===== config.mk =====
export PLATFORM = sky130hd
export DESIGN_NAME = wf_issue_gate
export DESIGN_NICKNAME = d
export VERILOG_FILES = /design/src/rtl/wig_pkg.sv /design/src/rtl/wig_timer.sv /design/src/rtl/wig_pending.sv /design/src/rtl/wig_decide.sv /design/src/rtl/wf_issue_gate.sv
export SDC_FILE = /design/constraint.sdc
export NUM_CORES = 1
export LEC_CHECK = 0
export BUFFER_PORTS_ARGS = -buffer_cell sky130_fd_sc_hd__buf_2
export CORE_AREA = 2 2 152 124
export DETAILED_ROUTE_END_ITERATION = 16
export DIE_AREA = 0 0 154 126
export HOLD_SLACK_MARGIN = 0.05
export MAX_ROUTING_LAYER = met4
export PLACE_DENSITY = 0.48
export RECOVER_POWER = 25
export SLEW_MARGIN = 40
export SYNTH_ARGS = -nofsm -noshare
export SYNTH_HDL_FRONTEND = slang
export SYNTH_SLANG_ARGS = --single-unit

===== constraint.sdc =====
create_clock -name clk -period 3.8 [get_ports clk]
set_input_delay 0.76 -clock clk [delete_from_list [all_inputs] [get_ports clk]]
set_output_delay 0.76 -clock clk [all_outputs]
set_load 0.02 [all_outputs]

===== src/rtl/wig_pkg.sv =====
`timescale 1ns/1ps
package wig_pkg;
  localparam logic [1:0] RS_RUN = 2'd1;

  localparam logic [2:0] RC_ALU = 3'd0;
  localparam logic [2:0] RC_GLB = 3'd1;
  localparam logic [2:0] RC_SHR = 3'd2;
  localparam logic [2:0] RC_PRV = 3'd3;
  localparam logic [2:0] RC_FLT = 3'd4;

  localparam logic [2:0] OC_ALU = 3'd0;
  localparam logic [2:0] OC_NOP = 3'd1;
  localparam logic [2:0] OC_BAR = 3'd2;
  localparam logic [2:0] OC_RET = 3'd3;
  localparam logic [2:0] OC_GMEM = 3'd4;
  localparam logic [2:0] OC_LMEM = 3'd5;
  localparam logic [2:0] OC_PMEM = 3'd6;
  localparam logic [2:0] OC_FLAT = 3'd7;

  localparam logic [1:0] OK_RD = 2'd0;
  localparam logic [1:0] OK_WR = 2'd1;
  localparam logic [1:0] OK_AT = 2'd2;

  localparam int LN_GR = 0;
  localparam int LN_GW = 1;
  localparam int LN_LR = 2;
  localparam int LN_LW = 3;
  localparam int LANES = 4;
endpackage


===== src/rtl/wig_timer.sv =====
`timescale 1ns/1ps
module wig_timer #(
  parameter int TW = 4
) (
  input  logic          clk,
  input  logic          rst,
  input  logic          load,
  input  logic [TW-1:0] val,
  output logic          busy
);
  logic [TW-1:0] cnt;

  always_ff @(posedge clk) begin
    if (rst)             cnt <= '0;
    else if (load)       cnt <= val;
    else if (cnt != '0)  cnt <= cnt - 1'b1;
  end

  assign busy = (cnt != '0);

  // a running timer without a reload counts down by exactly one
  a_r9_countdown: assert property (@(posedge clk) disable iff (rst)
    (busy && !load) |=> (cnt == $past(cnt) - 1'b1));
endmodule


===== src/rtl/wig_pending.sv =====
`timescale 1ns/1ps
module wig_pending #(
  parameter int CW    = 6,
  parameter int LANES = 4
) (
  input  logic               clk,
  input  logic               rst,
  input  logic [LANES-1:0]   inc,
  input  logic [LANES-1:0]   launch,
  input  logic [LANES-1:0]   retire,
  output logic [LANES*CW-1:0] pipe_cnt,
  output logic [LANES*CW-1:0] outs_cnt,
  output logic [LANES-1:0]   lane_busy
);
  localparam logic [CW-1:0] CMAX = '1;

  for (genvar i = 0; i < LANES; i++) begin : g_lane
    logic [CW-1:0] p_q, o_q;

    always_ff @(posedge clk) begin
      if (rst) begin
        p_q <= '0;
        o_q <= '0;
      end else begin
        p_q <= p_q + CW'(inc[i]) - CW'(launch[i]);
        o_q <= o_q + CW'(launch[i]) - CW'(retire[i]);
      end
    end

    assign pipe_cnt[i*CW +: CW] = p_q;
    assign outs_cnt[i*CW +: CW] = o_q;
    assign lane_busy[i] = (p_q != '0) || (o_q != '0);

    // no lane drains below zero or wraps past its top
    a_r7_no_underflow: assert property (@(posedge clk) disable iff (rst)
      (launch[i] && !inc[i]) |-> (p_q != '0));
    a_r7_no_overflow: assert property (@(posedge clk) disable iff (rst)
      (inc[i] && !launch[i]) |-> (p_q != CMAX));
    a_r7_retire_ok: assert property (@(posedge clk) disable iff (rst)
      (retire[i] && !launch[i]) |-> (o_q != '0));
  end
endmodule


===== src/rtl/wig_decide.sv =====
`timescale 1ns/1ps
module wig_decide
  import wig_pkg::*;
(
  input  logic [1:0] run_state,
  input  logic       buf_empty,
  input  logic [2:0] req_class,
  input  logic [3:0] op_cls,
  input  logic [1:0] op_kind,
  input  logic       opnd_ok,
  input  logic       gfifo_room,
  input  logic       lfifo_room,
  input  logic       stalled,
  input  logic       all_arrived,
  input  logic       alu_slot_busy,
  input  logic       g_slot_busy,
  input  logic       l_slot_busy,
  input  logic       g_bus_busy,
  input  logic       l_bus_busy,
  input  logic [3:0] lane_busy,
  output logic       rdy,
  output logic       err
);
  logic is_mem, rd_like, wr_like, live, g_order, l_order, g_path, l_path, ok;

  always_comb begin
    is_mem  = (op_cls[3] == 1'b0) && (op_cls[2] == 1'b1);
    err     = op_cls[3] || (is_mem && (op_kind == 2'd3));
    rd_like = (op_kind == OK_RD) || (op_kind == OK_AT);
    wr_like = (op_kind == OK_WR) || (op_kind == OK_AT);
    live    = (run_state == RS_RUN) && !buf_empty && !(stalled && !all_arrived) && !err;
    g_order = !(rd_like && lane_busy[LN_GW]) && !(wr_like && lane_busy[LN_GR]);
    l_order = !(rd_like && lane_busy[LN_LW]) && !(wr_like && lane_busy[LN_LR]);
    g_path  = !g_slot_busy && !g_bus_busy && gfifo_room;
    l_path  = !l_slot_busy && !l_bus_busy && lfifo_room;
    case (op_cls[2:0])
      OC_ALU:  ok = (req_class == RC_ALU) && !alu_slot_busy && opnd_ok;
      OC_NOP:  ok = (req_class == RC_ALU) && !alu_slot_busy;
      OC_BAR,
      OC_RET:  ok = (req_class == RC_ALU) && !alu_slot_busy && (lane_busy == '0);
      OC_GMEM: ok = (req_class == RC_GLB) && g_order && g_path && opnd_ok;
      OC_PMEM: ok = (req_class == RC_PRV) && g_order && g_path && opnd_ok;
      OC_LMEM: ok = (req_class == RC_SHR) && l_order && l_path && opnd_ok;
      default: ok = (req_class == RC_FLT) && g_path && l_path && opnd_ok;
    endcase
    rdy = live && ok;
  end

  // an unknown encoding is never reported ready
  always_comb begin
    a_r11_err_blocks: assert (!(err && rdy));
  end
endmodule


===== src/rtl/wf_issue_gate.sv =====
`timescale 1ns/1ps
module wf_issue_gate
  import wig_pkg::*;
#(
  parameter int CW           = 6,
  parameter int TW           = 4,
  parameter int ISSUE_PERIOD = 4,
  parameter int ALU_BYPASS   = 3,
  parameter int RD_BUS       = 4,
  parameter int WR_BUS       = 8
) (
  input  logic              clk,
  input  logic              rst,
  input  logic [1:0]        run_state,
  input  logic              buf_empty,
  input  logic [2:0]        req_class,
  input  logic [3:0]        op_cls,
  input  logic [1:0]        op_kind,
  input  logic              opnd_ok,
  input  logic              gfifo_room,
  input  logic              lfifo_room,
  input  logic              all_arrived,
  input  logic              issue_en,
  input  logic [3:0]        launch,
  input  logic [3:0]        retire,
  output logic              rdy,
  output logic              err,
  output logic              stalled,
  output logic              alu_busy,
  output logic [CW-1:0]     bar_rec,
  output logic [4*CW-1:0]   pipe_cnt,
  output logic [4*CW-1:0]   outs_cnt
);
  localparam logic [TW-1:0] T_ISSUE = TW'(ISSUE_PERIOD);
  localparam logic [TW-1:0] T_BYP   = TW'(ALU_BYPASS);
  localparam logic [TW-1:0] T_RD    = TW'(RD_BUS);
  localparam logic [TW-1:0] T_WR    = TW'(WR_BUS);
  localparam int NT = 6;  // alu slot, g slot, l slot, g bus, l bus, alu pipe

  logic            iss, alu_grp, g_grp, l_grp, pipe_grp;
  logic [3:0]      lane_busy, inc;
  logic [NT-1:0]   t_load, t_busy;
  logic [TW-1:0]   t_val [NT];
  logic [TW-1:0]   bus_t;
  logic [CW-1:0]   bar_cnt;

  wig_decide u_dec (
    .run_state(run_state), .buf_empty(buf_empty), .req_class(req_class),
    .op_cls(op_cls), .op_kind(op_kind), .opnd_ok(opnd_ok),
    .gfifo_room(gfifo_room), .lfifo_room(lfifo_room),
    .stalled(stalled), .all_arrived(all_arrived),
    .alu_slot_busy(t_busy[0]), .g_slot_busy(t_busy[1]), .l_slot_busy(t_busy[2]),
    .g_bus_busy(t_busy[3]), .l_bus_busy(t_busy[4]),
    .lane_busy(lane_busy), .rdy(rdy), .err(err)
  );

  always_comb begin
    iss      = issue_en && rdy;
    alu_grp  = (op_cls[3:2] == 2'b00);
    l_grp    = (op_cls == {1'b0, OC_LMEM});
    g_grp    = (op_cls[3:2] == 2'b01) && !l_grp;
    pipe_grp = (op_cls == {1'b0, OC_ALU}) || (op_cls == {1'b0, OC_RET});
    bus_t    = (op_kind == OK_RD) ? T_RD : T_WR;
    inc      = '0;
    if (iss && (g_grp || l_grp)) begin
      inc[l_grp ? LN_LR : LN_GR] = (op_kind != OK_WR);
      inc[l_grp ? LN_LW : LN_GW] = (op_kind != OK_RD);
    end
    t_load = {iss && pipe_grp, iss && l_grp, iss && g_grp,
              iss && l_grp, iss && g_grp, iss && alu_grp};
    t_val[0] = T_ISSUE; t_val[1] = T_ISSUE; t_val[2] = T_ISSUE;
    t_val[3] = bus_t;   t_val[4] = bus_t;   t_val[5] = T_BYP;
  end

  for (genvar k = 0; k < NT; k++) begin : g_tmr
    wig_timer #(.TW(TW)) u_t (
      .clk(clk), .rst(rst), .load(t_load[k]), .val(t_val[k]), .busy(t_busy[k])
    );
  end
  assign alu_busy = t_busy[5];

  wig_pending #(.CW(CW), .LANES(LANES)) u_pend (
    .clk(clk), .rst(rst), .inc(inc), .launch(launch), .retire(retire),
    .pipe_cnt(pipe_cnt), .outs_cnt(outs_cnt), .lane_busy(lane_busy)
  );

  always_ff @(posedge clk) begin
    if (rst) begin
      stalled <= 1'b0;
      bar_cnt <= '0;
      bar_rec <= '0;
    end else begin
      if (stalled && all_arrived) begin
        stalled <= 1'b0;
        bar_rec <= bar_cnt;
      end
      if (iss && (op_cls == {1'b0, OC_BAR})) begin
        stalled <= 1'b1;
        bar_cnt <= bar_cnt + 1'b1;
      end
    end
  end

  // an idle or empty wavefront never reports ready
  a_r1_idle_blocks: assert property (@(posedge clk) disable iff (rst)
    ((run_state != RS_RUN) || buf_empty) |-> !rdy);
  // a stalled wavefront waits for the group
  a_r10_barrier_hold: assert property (@(posedge clk) disable iff (rst)
    (stalled && !all_arrived) |-> !rdy);
  // a barrier issue always leaves the wavefront stalled
  a_r10_barrier_sets: assert property (@(posedge clk) disable iff (rst)
    (iss && (op_cls == {1'b0, OC_BAR})) |=> stalled);
  // a global read never issues past a pending global write
  a_r3_read_order: assert property (@(posedge clk) disable iff (rst)
    ((op_cls == {1'b0, OC_GMEM}) && (op_kind == OK_RD) && lane_busy[LN_GW]) |-> !rdy);
  // barrier and return wait for all memory traffic
  a_r5_drain_first: assert property (@(posedge clk) disable iff (rst)
    (rdy && ((op_cls == {1'b0, OC_BAR}) || (op_cls == {1'b0, OC_RET}))) |-> (lane_busy == '0));
endmodule


; Word level (Yosys, flattened, before mapping)
; Index checks and enable logic that the tools add are counted.
[totals]
register_bits = 85
in_bits = 27
output_inout_bits = 58
wordCells = 192
[classes]
addsub = 23
n_lt_le_gt_ge = 4
eq_ne = 19
mux = 24
bitwise_logic = 2
reduce_logical = 99
[ops]
columns = op, count
row1 = 6-bit by 1-bit adder with 6-bit output, 8
row2 = 6-bit nonzero test, 8
row3 = 6-bit by 1-bit subtractor with 6-bit output, 8
row4 = 1-bit logical AND, 43
row5 = 4-bit 2-to-1 mux, 6
row6 = 4-bit nonzero test, 6
row7 = 4-bit by 1-bit subtractor with 4-bit output (second input constant), 6
row8 = 3-bit 2-to-1 mux, 6
row9 = 2-bit nonzero test, 8
row10 = 1-bit zero test, 14
row11 = 3-bit by 2-bit equality test with 1-bit output (second input constant), 4
row12 = 3-bit equality test (second input constant), 4
row13 = 2-bit OR reduction, 5
row14 = 1-bit logical OR, 9
row15 = 4-bit by 2-bit equality test with 1-bit output (second input constant), 2
row16 = 4-bit zero test, 2
row17 = 2-bit 2-to-1 mux, 4
row18 = 6-bit by 1-bit adder with 6-bit output (second input constant), 1
row19 = 2-bit by 1-bit equality test with 1-bit output (second input constant), 3
row20 = 3-bit by 1-bit equality test with 1-bit output (second input constant), 2
row21 = 3-bit zero test, 2
row22 = 2-bit by 3-bit < comparator with 1-bit output (second input constant), 2
row23 = 1-bit one-hot mux with 6 select lines, 1
row24 = 4-bit AND, 1
row25 = other kinds (9), 16

; Depth between registers and ports, before layout
; Gate-level depths: netlist (run 1).
[logic_depth]
word_depth = 15
mapped_depth = 18

; By module
; A second synthesis (run 1) with hierarchy kept.
[unflattened]
hier_cells = 642
hier_area_um2 = 5562.8
[by_module_without_submodules]
columns = mod, instances, cells_per_inst, area_each_um2
row1 = wig_pending, 1, 373, 3326.9
row2 = wig_timer, 6, 26, 230.2
row3 = wf_issue_gate, 1, 83, 638.1
row4 = wig_decide, 1, 30, 216.5

; Worst setup path before layout (run 1)
; OpenSTA, ideal clock, no wires.
[synth_timing]
path_kind = input to register
startpoint = input port op_cls[0]
endpoint = register u_pend.g_lane[1].p_q[4]
t_arrival_ps = 3395
required_ps = 3672
setup_slack_ps = 277
stages = 16
path_cell_list = buf_2 nand3b_1 or3b_2 a2111oi_4 o311ai_0 a21boi_1 a2111oi_2 ha_1 inv_1 fa_1 inv_1 a21oi_1 nor2_1 nor2_1 xor2_1 nor2_1
[synth_between]
elab_chain_cells = 11
word_cells_on_any_way = 33
cone_classes = add/sub (2) / order compare (4) / eq/ne (7) / mux (9) / bitwise (1) / reduce/logical (10)
[synth_rtl]
columns = element, line_no
row1 = "start, declared", wf_issue_gate.sv:17  ; input logic [3:0] op_cls,
row2 = 4-bit by 3-bit equality test with 1-bit output, wf_issue_gate.sv:60  ; l_grp = (op_cls == {1'b0, OC_LMEM});
row3 = 2-bit 2-to-1 mux, wf_issue_gate.sv:66  ; inc[l_grp ? LN_LR : LN_GR] = (op_kind != OK_WR);
row4 = 2-bit by 3-bit < comparator with 1-bit output (not written as such) or 2-bit by 1-bit >= comparator with 1-bit output (tied branches), wf_issue_gate.sv:66
row5 = 1-bit logical AND (not written as such), wf_issue_gate.sv:66
row6 = 1-bit 2-to-1 mux, wf_issue_gate.sv:66
row7 = 1-bit demux with 2-bit select, wf_issue_gate.sv:66
row8 = 4-bit AND (no source line), n/a
row9 = 4-bit bitwise mux, wf_issue_gate.sv:67  ; inc[l_grp ? LN_LW : LN_GW] = (op_kind != OK_RD);
row10 = 4-bit 2-to-1 mux (*), wf_issue_gate.sv:65  ; if (iss && (g_grp || l_grp)) begin
row11 = 6-bit by 1-bit adder with 6-bit output (*), wig_pending.sv:25  ; p_q <= p_q + CW'(inc[i]) - CW'(launch[i]);
row12 = 6-bit by 1-bit subtractor with 6-bit output (*), wig_pending.sv:25
row13 = "end signal, assigned", wig_pending.sv:25
row14 = "end, declared", wig_pending.sv:18  ; logic [CW-1:0] p_q, o_q;
; Every way passes the cells marked *; elsewhere a longest branch is shown, timed or not.
; A chain may end at the register's enable or synchronous reset.

; Worst setup path in the final report (run 1)
[layout_timing]
startpoint = register g_tmr[4].u_t.cnt[0]
endpoint = register u_pend.g_lane[1].p_q[4]
[layout_between]
elab_chain_cells = 13
word_cells_on_any_way = 15
cone_classes = add/sub (2) / mux (2) / reduce/logical (11)
[layout_rtl]
columns = element, line_no
row1 = "start, declared", wig_timer.sv:11  ; logic [TW-1:0] cnt;
row2 = "start signal, assigned", wig_timer.sv:15  ; else if (load) cnt <= val;
row3 = "start signal, assigned", wig_timer.sv:16  ; else if (cnt != '0) cnt <= cnt - 1'b1;
row4 = 4-bit nonzero test (*), wig_timer.sv:19  ; assign busy = (cnt != '0);
row5 = 1-bit zero test (*), wig_decide.sv:35  ; l_path = !l_slot_busy && !l_bus_busy && lfifo_room;
row6 = 1-bit logical AND (*) (2 in series), wig_decide.sv:35
row7 = 1-bit logical AND (on tied branches) (2 in series), "wig_decide.sv:44, wig_decide.sv:43"
row8 = 1-bit one-hot mux with 6 select lines (*), wig_decide.sv:36  ; case (op_cls[2:0])
row9 = 1-bit logical AND (*), wig_decide.sv:46  ; rdy = live && ok;
row10 = 1-bit logical AND (*), wf_issue_gate.sv:58  ; iss = issue_en && rdy;
row11 = 1-bit logical AND (*), wf_issue_gate.sv:65
row12 = 4-bit 2-to-1 mux (*), wf_issue_gate.sv:65
row13 = 6-bit by 1-bit adder with 6-bit output (*), wig_pending.sv:25
row14 = 6-bit by 1-bit subtractor with 6-bit output (*), wig_pending.sv:25
; Marked as above.

==> metrics.cfg, run 1 <==
[global_route]
grt-ovfl-total=0
grt_usage_pct=13.5
grt_pass1_wl_um=20000
grt_max_degree=39
antenna_found_initial=0
grt_pass1_vias=4236

[synthesis]
ys_top_cells_by_area=dfxtp_1, ha_1, inv_1, nor2_1, xnor2_1
synthTopCellsByCount=inv_1, dfxtp_1, ha_1, nor2_1, a21oi_1
syn-num-nets=725
synthArstFlopShare_pct=0
synth_ff_type=dfxtp_1
synth_top_cell_area_share_pct=32.2
ys_seq_area_share_pct=32.2
yosysMostFrequentCell=inv_1
avgSynthCellArea_sq_um=8.63
syn_inst=612
synth_area_sq_mm=0.00528
yosysWarnings=0
synth_edf_count=0
yosysTopAreaCell=dfxtp_1
ys_types=51
synth_seq_cells=85

[cts]
cts_buffers=9
cts_tree=yes
post_cts_buffers=0
cts_num_sinks=85
clock_latency_ps=350
cts_hold_buf=0
clk_pin_slew_ps=60
ctsHtreeMaxLevel=3
cts_root_buffer=clkbuf_16
clockBufferDepth=2

[setup_path]
cp.required_ps=4000
critPathBufInv=4
critPathSlowestCell=a2111o_1
cp_max_fo=4
slowest_delay_ps=430
endpoint_kind=flop
path_cells=inv_1, ha_1, or3b_1, a2111o_1, o31ai_1, o311ai_1, a21boi_2, a2111oi_2, buf_4, ha_1, inv_1, fa_2, inv_1, a21oi_1, nor2_1, nor2_1, xor2_1, nor2_1
start_kind=flop
r2r_slack_ps=260
crit_arrival_ps=3740
critPathKind=reg2reg
crit_family=compound AO/OA/AOI/OAI gates

[timing]
fin_ws_ps=262
rsz0062_at_grt=true
tightestPinTransition_ps=725
drv_slew=0
holdWs_ps=458
final_hold_viol_count=0
skew_ps=6.61
period_needed_ps=3540
fmax_ghz=0.283
fin_crit_sh_pct=93.1
slew_headroom_pct=51.6
setup_violations=0

[placement]
pre_cts_ws_ps=-51.7
globalplace.congestion=0.938
postPlaceCellArea_sq_mm=0.00612
numPortBuffers=84
dp_hpwl_um=9690

[finish]
seq_area_sq_mm=0.00170
drive_above_1_share_pct=16.6
diodes=0
fin_nets=831
fillers=1805
final_area_sq_mm=0.00649
multi_input_area_sq_mm=0.00319
area_growth_pct=22.9

[status]
status=complete, no violations

[routing]
via_per_inst=4.48
drt_pre_antenna_iters=4
drt_iter0_drc=181
drc=0
vias=4272
wl_um=12000
routedWlPerCell_um=12.6
drtAntennaViolNets=0

[floorplanning]
die_area_sq_mm=0.0194
rows=44
core_area_sq_mm=0.0179
ioPinCount=85
start_util_pct=29.5
die_w_um=154
die-height_um=126

[power]
peakVddDrop_v=0.000407
leakage_nw=3.01
power.density_mw_per_mm2=777

[flow_run]
maxCapViolCount=0

[min_path]
hp-class=reg2reg

-- kinds of logic (layout without fill, tap and decap cells) --
family | count (synthesis) | after routing | synth area share (%)
flops | 85 | 85 | 32.2
mux | 8 | 8 | 1.68
simple gates | 186 | 186 | 17.5
compound gates | 88 | 88 | 11.5
xor+xnor | 43 | 43 | 7.13
fa+ha+maj | 86 | 86 | 21.5
buf+inv | 116 | 227 | 8.48
-- metrics by stage --
| stage | instances | utilization [%] | TNS (ps) | power (mW) |
|---|---|---|---|---|
| after CTS | 953 | 36.2 | 0 | 5.13 |
| after detailed placement | 937 | 34.2 | -98.1 | 4.06 |
| final | 953 | 36.3 | 0 | 5.05 |
| after global routing | 953 | 36.3 | -49.1 | 5.53 |
| after global placement | 937 | 34.2 | -124 | 4.00 |
| after floorplan | 612 | - | 0 | 3.36 |
-- cells in the final DEF (no fill, tap or decap), drive strengths merged, types with 7 or more instances in the layout --
master,count
inv,100
dfxtp,85
buf,84
ha,78
nor2,72
a21oi,43
clkbuf,40
nand2,27
xnor2,26
nor2b,17
xor2,17
nor3,17
nand3,9
a21o,9
o21bai,8
fa,8
nand4,7
mux2,7
-- routing by layer --
layer | vias to the layer above | track usage, % | routed length (um)
li1 | 2226 | - | -
met1 | 1972 | 15.5 | 5460
met2 | 60 | 22.7 | 5890
met3 | 14 | 3.54 | 458
met4 | 0 | 4.95 | 235
met5 | - | - | 0
-- worst paths after layout --
path	from	to	cells after the start
max	g_tmr[4].u_t.cnt[0]$_SDFFE_PP0P_	u_pend.g_lane[1].p_q[4]$_SDFF_PP0_	18
min	bar_rec[3]$_SDFFE_PP0P_	bar_rec[3]$_SDFFE_PP0P_	2
max reg2reg	g_tmr[4].u_t.cnt[0]$_SDFFE_PP0P_	u_pend.g_lane[1].p_q[4]$_SDFF_PP0_	18
min reg2reg	bar_rec[3]$_SDFFE_PP0P_	bar_rec[3]$_SDFFE_PP0P_	2
-- registers in the layout, indices dropped and copies added (netlist names) --
register           cells
bar_rec                6
u_pend.g_lane.p_q     24
g_tmr.u_t.cnt         24
u_pend.g_lane.o_q     24
bar_cnt                6
stalled                1
-- cell type report --
type,count,area share (%)
Multi-Input combinational cell,411,49.2
Sequential cell,85,26.2
Timing Repair Buffer,111,9.08
Inverter,100,5.78
Tap cell,230,4.43
Clock buffer,13,4.32
Clock inverter,3,1.00
-- report_power, final --
part | internal [mW] | switching [mW] | leakage, nW | total, mW
sequential | 1.18 | 0.213 | 0.703 | 1.39
combinational | 1.21 | 1.44 | 2.14 | 2.65
clock | 0.647 | 0.359 | 0.172 | 1.01
total | 3.03 | 2.01 | 3.01 | 5.05
-- tightest hold or removal path, cell delays in order (launching register included) --
cell     delay [ps]
dfxtp_1         310
nand2_1          50
a21oi_1          50
-- what timing repair did --
item / in CTS / in global routing
resized for setup: 2 / 9
setup endpoints to repair: 3 / 5
pin swaps: 0 / 2
Power figures use the tool's default switching activity.
==> run 2, diff against run 1 <==
--- a/config.mk
+++ b/config.mk
@@ -11,7 +11,7 @@
 export DIE_AREA = 0 0 154 126
 export HOLD_SLACK_MARGIN = 0.05
 export MAX_ROUTING_LAYER = met4
-export PLACE_DENSITY = 0.48
+export PLACE_DENSITY = 0.5
 export RECOVER_POWER = 25
 export SLEW_MARGIN = 40
 export SYNTH_ARGS = -nofsm -noshare
==> constraint.sdc (replaced) <==
create_clock -name clk -period 3.2 [get_ports clk]
set_input_delay 0.64 -clock clk [delete_from_list [all_inputs] [get_ports clk]]
set_output_delay 0.64 -clock clk [all_outputs]
set_load 0.02 [all_outputs]
==> run 2 against run 1 <==
The flow now finishes with violations (negative setup slack). Worst hold slack got worse by 3.4 ps. Setup slack worse by 360 ps. Fmax is 7.4% higher. Cell area rose by 9.9%. Sequential cell count unchanged. Clock power rose by 5%. Count of clock-buffer cells in the layout shrank 2. Die area did not move. Largest cell class unchanged. Largest power group unchanged. Highest routed layer unchanged.
==> metrics.cfg, run 2 (synthesis gave the netlist of run 1 again) <==
[setup_path]
cp.required_ps=3430  ; -570 ps
start_kind=flop
critPathKind=reg2reg
r2r_slack_ps=-90  ; -360 ps
cp_max_fo=4  ; unchanged
crit_arrival_ps=3520  ; -220 ps
endpoint_kind=flop

[cts]
cts_num_sinks=85  ; unchanged
cts_hold_buf=0  ; unchanged
ctsHtreeMaxLevel=3  ; unchanged
cts_tree=yes
clk_pin_slew_ps=60  ; about the same
clockBufferDepth=2  ; unchanged
cts_root_buffer=clkbuf_16
clock_latency_ps=350  ; about the same
cts_buffers=9  ; unchanged

[finish]
largestRegisters=g_tmr.u_t.cnt (24), u_pend.g_lane.o_q (24), u_pend.g_lane.p_q (24)
drive_above_1_share_pct=31.6  ; +15 points
fin_util_pct=39.9  ; +3.6 points
layout_commonest_cell=inv_1
final_cell_mix=inv_1, buf_4, buf_2
fillers=1837  ; +1.8%
area_growth_pct=35.1
fin_nets=895  ; +7.7%

[routing]
wl_um=12600  ; +5.1%
via_per_inst=4.38  ; -2.3%
drc=0  ; unchanged
drt_iter0_drc=153  ; -15%
drtAntennaViolNets=0  ; unchanged
drt_pre_antenna_iters=4  ; unchanged
routedWlPerCell_um=12.4  ; -1.8%
vias=4466  ; +4.5%

[global_route]
grt_pass1_wl_um=20700  ; +3.2%
grt_pass1_vias=4317  ; +1.9%
grt_max_degree=42  ; +7.7%
grt_usage_pct=13.8  ; +0.27 points
grt-ovfl-total=0  ; unchanged
antenna_found_initial=4  ; +4

[status]
status=finished, violations left
violations=negative setup slack

[placement]
numPortBuffers=84  ; unchanged
dp_hpwl_um=9720  ; +0.31%
globalplace.congestion=0.811  ; -14%
pre_cts_ws_ps=-242  ; -190 ps

[timing]
fin_crit_sh_pct=103  ; +9.8 points
tightestPinTransition_ps=778  ; +52.6 ps
skew_ps=7.37  ; +0.762 ps
fin_ws_ps=-93.8  ; -355 ps
holdWs_ps=454  ; -3.40 ps
fmax_ghz=0.304  ; +7.4%
slew_headroom_pct=48.1  ; -3.5 points
period_needed_ps=3290  ; -245 ps
setup_violations=7  ; +7
final_hold_viol_count=0  ; unchanged
rsz0062_at_grt=true
drv_slew=0  ; unchanged

[floorplanning]
core_area_sq_mm=0.0179  ; unchanged
start_util_pct=29.5  ; unchanged
die-height_um=126  ; unchanged
rows=44  ; unchanged
ioPinCount=85  ; unchanged
die_area_sq_mm=0.0194  ; unchanged
die_w_um=154  ; unchanged

[flow_run]
maxCapViolCount=0  ; unchanged

[power]
power.total_mw=6.30  ; +25%
leakage_nw=3.43  ; +14%
power.density_mw_per_mm2=883  ; +14%
peakVddDrop_v=0.000476  ; +17%

[min_path]
hp-class=reg2reg

run 2: final timing paths:
| path | start | end | depth (start not counted) |
|---|---|---|---|
| setup / recovery | g_tmr[4].u_t.cnt[1]$_SDFFE_PP0P_ | u_pend.g_lane[1].p_q[4]$_SDFF_PP0_ | 17 |
| hold reg to reg | bar_rec[1]$_SDFFE_PP0P_ | bar_rec[1]$_SDFFE_PP0P_ | 2 |
| hold / removal | bar_rec[1]$_SDFFE_PP0P_ | bar_rec[1]$_SDFFE_PP0P_ | 2 |
| setup reg to reg | g_tmr[4].u_t.cnt[1]$_SDFFE_PP0P_ | u_pend.g_lane[1].p_q[4]$_SDFF_PP0_ | 17 |
run 2: cell type report:
| type | count | area [sq um] | share of cell area [%] |
|---|---|---|---|
| clock inverters | 4 | 48.8 | 0.684 |
| diodes | 4 | 10.0 | 0.140 |
| repair buffers | 175 | 1120 | 15.7 |
| well taps | 230 | 288 | 4.03 |
| inverters | 100 | 375 | 5.26 |
| flip-flops and latches | 85 | 1710 | 23.9 |
| clock buffers | 11 | 243 | 3.40 |
| multi-input cells | 411 | 3350 | 46.9 |
run 2: through the flow:
stage | setup TNS [ps] | instance area, sq um | cells
final | -375 | 7140 | 1020
after global routing | -2770 | 7140 | 1020
after CTS | -57.6 | 7000 | 1015
after detailed placement | -1590 | 6580 | 996
after global placement | -1560 | 6580 | 996
after floorplan | -90.6 | 5300 | 612
run 2: repair_timing:
item | in CTS | in global routing
setup endpoints to repair | 14 | 21
buffers inserted | 4 | 1
resized for setup | 26 | 29
pin swaps | 13 | 14
run 2: critical path, stage by stage, from the launching register on:
cell and delay (ps):
dfxtp_2 320, inv_2 70, ha_4 130, or3b_4 380, a2111o_1 440, a2111oi_4 270, o311ai_2 170, a21boi_4 190
a2111oi_4 200, ha_2 240, inv_2 40, fa_2 330, inv_1 60, a21oi_1 50, nor2_1 80, nor2_1 50
xor2_1 120, nor2_1 40
run 2: where the power goes:
part | internal, mW | leakage (nW) | switching [mW] | total [mW]
clock | 0.621 | 0.145 | 0.438 | 1.06
combinational | 1.81 | 2.58 | 1.83 | 3.64
sequential | 1.40 | 0.704 | 0.200 | 1.61
run 2: routing by layer:
| layer | global-route usage (%) | routed length [um] | up-vias |
|---|---|---|---|
| met2 | 20.3 | 5500 | 74 |
| li1 | - | - | 2358 |
| met4 | 5.28 | 291 | 0 |
| met3 | 4.06 | 547 | 18 |
| met1 | 17.7 | 6310 | 2016 |
| met5 | - | 0 | - |
